### config.mk
export PLATFORM = sky130hd
export DESIGN_NAME = chg_seq_top
export DESIGN_NICKNAME = d
export VERILOG_FILES = /design/src/rtl/chg_seq_pkg.sv /design/src/rtl/chg_tick_scaler.sv /design/src/rtl/chg_safety_timer.sv /design/src/rtl/chg_seq_fsm.sv /design/src/rtl/chg_seq_top.sv
export SDC_FILE = /design/constraint.sdc
export NUM_CORES = 1
export LEC_CHECK = 0
export BUFFER_PORTS_ARGS = -buffer_cell sky130_fd_sc_hd__buf_4
export CORE_UTILIZATION = 61
export DETAILED_ROUTE_END_ITERATION = 10
export PLACE_DENSITY = 0.8
export SYNTH_ARGS = -nofsm -noshare
export SYNTH_HDL_FRONTEND = slang
export SYNTH_SLANG_ARGS = --single-unit
export TNS_END_PERCENT = 20
### constraint.sdc
create_clock -name clk -period 8.3 [get_ports clk]
set_input_delay 1.245 -clock clk [delete_from_list [all_inputs] [get_ports clk]]
set_output_delay 1.245 -clock clk [all_outputs]
set_load 0.02 [all_outputs]
### src/rtl/chg_seq_pkg.sv
package chg_seq_pkg;

  typedef enum logic [1:0] {
    CM_OFF  = 2'b00,
    CM_PRE  = 2'b01,
    CM_FAST = 2'b10,
    CM_CV   = 2'b11
  } chg_mode_e;

  typedef enum logic [2:0] {
    ST_IDLE,
    ST_DETECT,
    ST_PRE,
    ST_FAST,
    ST_CV,
    ST_DONE,
    ST_RECHG,
    ST_FAULT
  } chg_state_e;

endpackage

### src/rtl/chg_tick_scaler.sv
module chg_tick_scaler #(
  parameter int SLOW_DIV = 2
) (
  input  logic clk,
  input  logic rst_n,
  input  logic tick_i,
  input  logic slow_i,
  output logic step_o
);

  generate
    if (SLOW_DIV <= 1) begin : g_direct
      assign step_o = tick_i;
    end else begin : g_div
      localparam int DW = $clog2(SLOW_DIV);
      localparam logic [DW-1:0] LAST = DW'(SLOW_DIV - 1);
      logic [DW-1:0] div_q;

      always_ff @(posedge clk or negedge rst_n) begin
        if (!rst_n)                div_q <= '0;
        else if (!slow_i)          div_q <= '0;
        else if (tick_i) begin
          if (div_q == LAST)       div_q <= '0;
          else                     div_q <= div_q + 1'b1;
        end
      end

      assign step_o = tick_i && (!slow_i || div_q == LAST);


      slow_gap_chk: assert property (@(posedge clk) disable iff (!rst_n)
        (slow_i && step_o) |=> (!slow_i || !step_o));
    end
  endgenerate

endmodule

### src/rtl/chg_safety_timer.sv
module chg_safety_timer #(
  parameter int PRE_LIMIT  = 1800,
  parameter int FAST_LIMIT = 18000
) (
  input  logic clk,
  input  logic rst_n,
  input  logic clr_i,
  input  logic run_i,
  input  logic step_i,
  input  logic sel_pre_i,
  output logic expired_o
);

  localparam int MAXL = (PRE_LIMIT > FAST_LIMIT) ? PRE_LIMIT : FAST_LIMIT;
  localparam int CW   = $clog2(MAXL + 1);
  localparam logic [CW-1:0] PRE_L  = CW'(PRE_LIMIT);
  localparam logic [CW-1:0] FAST_L = CW'(FAST_LIMIT);

  logic [CW-1:0] cnt_q;
  logic [CW-1:0] limit;

  assign limit     = sel_pre_i ? PRE_L : FAST_L;
  assign expired_o = (cnt_q >= limit);

  always_ff @(posedge clk or negedge rst_n) begin
    if (!rst_n)                              cnt_q <= '0;
    else if (clr_i)                          cnt_q <= '0;
    else if (run_i && step_i && !expired_o)  cnt_q <= cnt_q + 1'b1;
  end


  freeze_chk: assert property (@(posedge clk) disable iff (!rst_n)
    (!run_i && !clr_i) |=> $stable(cnt_q));


  step_one_chk: assert property (@(posedge clk) disable iff (!rst_n)
    (!clr_i) |=> (cnt_q == $past(cnt_q) || cnt_q == $past(cnt_q) + 1'b1));

endmodule

### src/rtl/chg_seq_fsm.sv
module chg_seq_fsm
  import chg_seq_pkg::*;
(
  input  logic       clk,
  input  logic       rst_n,
  input  logic       chg_en_i,
  input  logic       pwr_good_i,
  input  logic       ovp_i,
  input  logic       bat_short_i,
  input  logic       bat_lowv_ok_i,
  input  logic       at_vreg_i,
  input  logic       below_rch_i,
  input  logic       i_term_i,
  input  logic       ts_present_i,
  input  logic       ts_hotcold_i,
  input  logic       loop_reduce_i,
  input  logic       expired_i,
  output logic       tmr_clr_o,
  output logic       tmr_run_o,
  output logic       tmr_sel_pre_o,
  output chg_mode_e  mode_o,
  output logic       cur_tenth_o,
  output logic       ts_sense_en_o,
  output logic       stat_sink_o,
  output logic       fault_o
);

  chg_state_e st_q, st_d;
  logic charging, suspend;

  always_comb begin
    st_d = st_q;
    if (!chg_en_i || !pwr_good_i) begin
      st_d = ST_IDLE;
    end else if (ovp_i && st_q != ST_FAULT) begin
      st_d = ST_IDLE;
    end else begin
      unique case (st_q)
        ST_IDLE:   st_d = ST_DETECT;
        ST_DETECT: begin
          if (bat_short_i)         st_d = ST_FAULT;
          else if (!bat_lowv_ok_i) st_d = ST_PRE;
          else if (at_vreg_i)      st_d = ST_CV;
          else                     st_d = ST_FAST;
        end
        ST_PRE: begin
          if (expired_i)           st_d = ST_FAULT;
          else if (bat_lowv_ok_i)  st_d = ST_FAST;
        end
        ST_FAST: begin
          if (expired_i)           st_d = ST_FAULT;
          else if (at_vreg_i)      st_d = ST_CV;
        end
        ST_CV: begin
          if (expired_i)                       st_d = ST_FAULT;
          else if (i_term_i && !loop_reduce_i) st_d = ST_DONE;
        end
        ST_DONE: begin
          if (below_rch_i)         st_d = bat_short_i ? ST_FAULT : ST_RECHG;
        end
        ST_RECHG: begin
          if (expired_i)           st_d = ST_FAULT;
          else if (at_vreg_i)      st_d = ST_DONE;
        end
        ST_FAULT:                  st_d = ST_FAULT;
        default:                   st_d = ST_IDLE;
      endcase
    end
  end

  always_ff @(posedge clk or negedge rst_n) begin
    if (!rst_n) st_q <= ST_IDLE;
    else        st_q <= st_d;
  end

  assign charging = (st_q == ST_PRE) || (st_q == ST_FAST) ||
                    (st_q == ST_CV)  || (st_q == ST_RECHG);
  assign ts_sense_en_o = charging && ts_present_i;
  assign suspend       = ts_sense_en_o && ts_hotcold_i;

  assign tmr_run_o     = charging && !suspend;
  assign tmr_clr_o     = !charging || (st_q == ST_PRE && st_d != ST_PRE);
  assign tmr_sel_pre_o = (st_q == ST_PRE);

  always_comb begin
    unique case (st_q)
      ST_PRE:           mode_o = CM_PRE;
      ST_FAST, ST_RECHG: mode_o = CM_FAST;
      ST_CV:            mode_o = CM_CV;
      default:          mode_o = CM_OFF;
    endcase
    if (suspend) mode_o = CM_OFF;
  end

  assign cur_tenth_o = (st_q == ST_PRE);
  assign stat_sink_o = (st_q == ST_PRE) || (st_q == ST_FAST) || (st_q == ST_CV);
  assign fault_o     = (st_q == ST_FAULT);


  no_term_reduce_chk: assert property (@(posedge clk) disable iff (!rst_n)
    (st_q == ST_CV && loop_reduce_i) |=> (st_q != ST_DONE));


  fault_latch_chk: assert property (@(posedge clk) disable iff (!rst_n)
    (st_q == ST_FAULT && chg_en_i && pwr_good_i) |=> (st_q == ST_FAULT));


  drop_idle_chk: assert property (@(posedge clk) disable iff (!rst_n)
    (!chg_en_i) |=> (st_q == ST_IDLE));


  detect_short_chk: assert property (@(posedge clk) disable iff (!rst_n)
    (st_q == ST_DETECT && bat_short_i && chg_en_i && pwr_good_i) |=> (st_q == ST_FAULT));

endmodule

### src/rtl/chg_seq_top.sv
module chg_seq_top
  import chg_seq_pkg::*;
#(
  parameter int PRE_LIMIT  = 1800,
  parameter int FAST_LIMIT = 18000,
  parameter int SLOW_DIV   = 2
) (
  input  logic       clk,
  input  logic       rst_n,
  input  logic       chg_en,
  input  logic       pwr_good,
  input  logic       ovp,
  input  logic       tick_1s,
  input  logic       bat_short,
  input  logic       bat_lowv_ok,
  input  logic       at_vreg,
  input  logic       below_rch,
  input  logic       i_term,
  input  logic       ts_present,
  input  logic       ts_hotcold,
  input  logic       loop_reduce,
  output logic [1:0] mode_o,
  output logic       cur_tenth_o,
  output logic       ts_sense_en_o,
  output logic       stat_sink_o,
  output logic       fault_o
);

  logic step, expired, tmr_clr, tmr_run, tmr_sel_pre;
  chg_mode_e mode;

  chg_tick_scaler #(.SLOW_DIV(SLOW_DIV)) u_scaler (
    .clk    (clk),
    .rst_n  (rst_n),
    .tick_i (tick_1s),
    .slow_i (loop_reduce),
    .step_o (step)
  );

  chg_safety_timer #(.PRE_LIMIT(PRE_LIMIT), .FAST_LIMIT(FAST_LIMIT)) u_timer (
    .clk       (clk),
    .rst_n     (rst_n),
    .clr_i     (tmr_clr),
    .run_i     (tmr_run),
    .step_i    (step),
    .sel_pre_i (tmr_sel_pre),
    .expired_o (expired)
  );

  chg_seq_fsm u_fsm (
    .clk           (clk),
    .rst_n         (rst_n),
    .chg_en_i      (chg_en),
    .pwr_good_i    (pwr_good),
    .ovp_i         (ovp),
    .bat_short_i   (bat_short),
    .bat_lowv_ok_i (bat_lowv_ok),
    .at_vreg_i     (at_vreg),
    .below_rch_i   (below_rch),
    .i_term_i      (i_term),
    .ts_present_i  (ts_present),
    .ts_hotcold_i  (ts_hotcold),
    .loop_reduce_i (loop_reduce),
    .expired_i     (expired),
    .tmr_clr_o     (tmr_clr),
    .tmr_run_o     (tmr_run),
    .tmr_sel_pre_o (tmr_sel_pre),
    .mode_o        (mode),
    .cur_tenth_o   (cur_tenth_o),
    .ts_sense_en_o (ts_sense_en_o),
    .stat_sink_o   (stat_sink_o),
    .fault_o       (fault_o)
  );

  assign mode_o = mode;


  pre_tenth_chk: assert property (@(posedge clk) disable iff (!rst_n)
    (mode_o == CM_PRE) |-> cur_tenth_o);


  fault_quiet_chk: assert property (@(posedge clk) disable iff (!rst_n)
    fault_o |-> (mode_o == CM_OFF && !stat_sink_o));

endmodule

==> impl_summary.txt <==
----------------------------------------------------
[Clocking]
  Clk_lat worst skew ... 310 ps
  CTS root buf ... clkbuf_4
  Number of gates resized after CTS ... 0
  Number of sinks handled by clock tree synthesis ... 19
  Buffer depth of the longest clock path ... 2
  Clock transition at the register clock pins on the worst setup and hold paths after CTS ... between 100 and 150 ps
  Number of hold-repair buffers added at the cts stage ... 0
  Setup Fix Bufs, Post-CTS ... 0
  Number of buffers inserted during clock tree synthesis ... 3
  Htree depth ... 1
  TritonCTS clock tree ... done

[Timing]
  RSZ-0062 raised after global routing ... no
  Number of setup violations in the final report ... 0
  Hold slack ... between 500 and 600 ps
  Top achievable clock speed ... between 0.2 and 0.3 GHz
  Pin slew with the least headroom to its limit ... about 620 ps
  Final hold vios ... 0
  Final number of max-transition violations ... 0
  Total negative setup slack ... 0 ps
  Post-route minimum period ... around 3400 ps
  Rel. slew slack ... between 50% and 60%
  Largest clock skew in the final design ... 8.84 ps
  Final Cycle Share ... between 40% and 50%

[GRT]
  GRT Util Overall ... 28.8%
  First-pass GRT wire length ... 5.57 mm
  Largest net degree at the start of global routing ... 20
  GRT Residual Overflow ... 0
  Initial antenna violation count ... 0
  Via count of the first global-routing pass ... 1212

[Min path]
  Worst hold path depth ... 2
  Startpoint of the worst hold path ... u_timer.cnt_q[12]$_DFFE_PN0P_
  Class of the tightest hold or removal check ... flop to flop
  Hold Path Sink ... u_timer.cnt_q[12]$_DFFE_PN0P_

[Critical path]
  Startpoint of the worst setup timing path ... u_fsm.st_q[1]$_DFF_PN0_
  Sort of element at the start of the critical path ... flop
  Crit path required time ... roughly 8500 ps
  Startpoint of the worst-slack reg-to-reg timing path ... u_fsm.st_q[1]$_DFF_PN0_
  Biggest fanout along the worst timing path ... 15
  Reg-to-reg critical path endpoint ... u_timer.cnt_q[4]$_DFFE_PN0P_
  Capturing element type of the critical path ... flop
  Data arrival time of the critical path ... 3590 ps
  Setup slack of the worst register-to-register path ... ~4900 ps
  Worst-case reg-to-reg path depth ... 7
  Path type of the worst setup path ... flop to flop

[Cells and area]
  Number of nets in the final layout ... 208
  Filler Cells Inserted ... 180
  Diodes inserted ... 0
  Final Cell Area ... roughly 1600 µm²
  Final cell utilization of the core ... between 70% and 80%
  Share of cells above drive strength 1 ... 14.7%
  Relative area change from synthesis to final layout ... 10.3%

[Detailed routing]
  Vias per inst ... 6.13
  Wire length per cell after detailed routing ... about 14 µm
  Antenna violation net count after detailed routing ... 0
  Number of violations reported at the end of detailed-routing iteration 0 ... 48
  Count of vias placed by the detailed router ... ~1300
  Number of design rule violations left after detail routing ... 0
  Detailed-router iteration count before antenna repair ... 4
  Overall routed net length ... between 3 and 4 mm

[Place]
  Detail Placement HPWL ... 2.38 mm
  Cell area after placement ... around 1600 µm²
  Buffers added on ports ... 19
  Placer's final routability congestion estimate ... around 0.9

[Synthesis]
  Synth area leader ... dfrtp_1
  Post-synthesis instance total ... about 180
  Mean post-synth cell area ... around 8.3 µm²
  EDFF count, synth ... 0
  Share of Yosys cell area claimed by the top area cell type ... 32.7%
  Cell with the most instances after synthesis ... dfrtp_1
  Async S/R FF share, synth ... 100%
  Distinct cells, synth ... 48
  Cell types with the largest area share after synthesis ... dfrtp_1 (33%), xor2_1 (6.0%), nor2_1 (4.7%), a21oi_1 (3.8%), nand3_1 (3.8%)
  Number of synthesis warnings ... 0
  Sequential-to-total area share from yosys stat ... 32.7%
  Netlist Area Pre-Place ... around 1500 µm²
  Leading post-synthesis cells by instance count ... dfrtp_1 (19), nor2_1 (18), nand2_1 (14)
  Register bit total from synthesis ... 19
  Syn Nets ... about 190
  Top_reg_cell synth ... dfrtp_1

[Floorplan]
  Initial core utilization ... 65.0%
  Die outline width ... slightly above 50 µm
  Ports ... 20
  Core Area ... roughly 2200 µm²
  Die H ... between 50 and 60 µm
  Die footprint ... 2580 µm²
  Num rows ... 17

[Power]
  Power density normalized to cell area ... 98.5 nW/µm²
  Pleak ... between 0.6 and 0.7 nW
  Combinational share of power ... a little under a tenth
  P_int ... ~0.12 mW
  Maximum resistive drop on vdd ... about 0.097 mV
  Post-layout power ... 0.158 mW
  Part of the total power dissipated in sequential elements ... approximately 60%
  Fraction of power spent switching nets ... between 20% and 30%
  Fraction of power consumed by the clock network ... a little over 30%
  Net load switching power ... 0.0386 mW

[Status]
  Status ... finished clean

[Flow run]
  Maximum capacitance violations ... 0

----------------------------------------------------
## state kept, by name (all words and copies together), names as in the netlist
register and cells:
u_fsm.st_q 3, u_scaler.g_div.div_q 1, u_timer.cnt_q 15
## logic make-up after synthesis
logic type	after synthesis	share of synthesized area, %
buffers and inverters	21	6.89
AO/OA/AOI/OAI	41	18.4
adder cells (fa/ha/maj)	4	3.53
multiplexers	2	1.38
AND/OR/NAND/NOR	77	29.8
XOR/XNOR	12	7.24
flip-flops	19	32.7
## power groups by stage
stage               logic [mW]  clock network [mW]  registers [mW]
global placement        0.0144                   0          0.0961
floorplan              0.00643                   0          0.0955
CTS                     0.0149              0.0510          0.0944
global route            0.0167              0.0512          0.0946
finish                  0.0148              0.0485          0.0944
detailed placement      0.0149                   0          0.0962
## layer usage
layer,track usage (%),wire length (µm),vias to the layer above
met1,41.6,1540,626
li1,-,-,666
met4,8.80,36,0
met3,3.94,155,5
met2,44.4,1420,40
met5,0,0,-
## final cells by class
| class | count | area (µm²) | share of cell area [%] |
|---|---|---|---|
| flip-flops and latches | 19 | 475 | 29.7 |
| multi-input cells | 136 | 877 | 54.8 |
| clock buffers | 4 | 26.3 | 1.64 |
| repair buffers | 19 | 143 | 8.91 |
| well taps | 28 | 35.0 | 2.19 |
| inverters | 12 | 45.0 | 2.81 |
## per-stage QoR
stage	setup WS [ps]	instances
CTS	4910	218
detailed placement	4950	214
global placement	5120	214
floorplan	5160	176
global route	4580	218
finish	4880	218
## worst max-delay path, cell delays in order, from the launching register on
cell and delay (ps):
dfrtp_1 650, or3b_1 500, ha_1 330, nor4b_1 360, nand3_1 450, and4b_1 350
o22ai_2 510, nor2_1 110
## how the worst max path moves through the flow
stage / to / slack, ps / cells after the start
after floorplan: mode_o[0] / 5160 / 3
after global placement: u_timer.cnt_q[5]$_DFFE_PN0P_ / 5120 / 7
after detailed placement: u_timer.cnt_q[4]$_DFFE_PN0P_ / 4950 / 7
after CTS: u_timer.cnt_q[4]$_DFFE_PN0P_ / 4910 / 7
after global routing: u_timer.cnt_q[0]$_DFFE_PN0P_ / 4580 / 7
final: u_timer.cnt_q[4]$_DFFE_PN0P_ / 4880 / 7
## placed cells by master, fill, tap and decap left out, types with 5 or more instances in the layout
cell	synthesis	layout
xor2_1	10	10
o31ai_1	5	5
o21ai_0	6	6
inv_1	12	12
nand4_1	5	5
nor2_1	18	18
dfrtp_1	19	19
nand3_1	11	11
nand2_1	14	14
buf_4	2	19
a21oi_1	11	11
No activity file was read; power rests on OpenSTA's default activity.
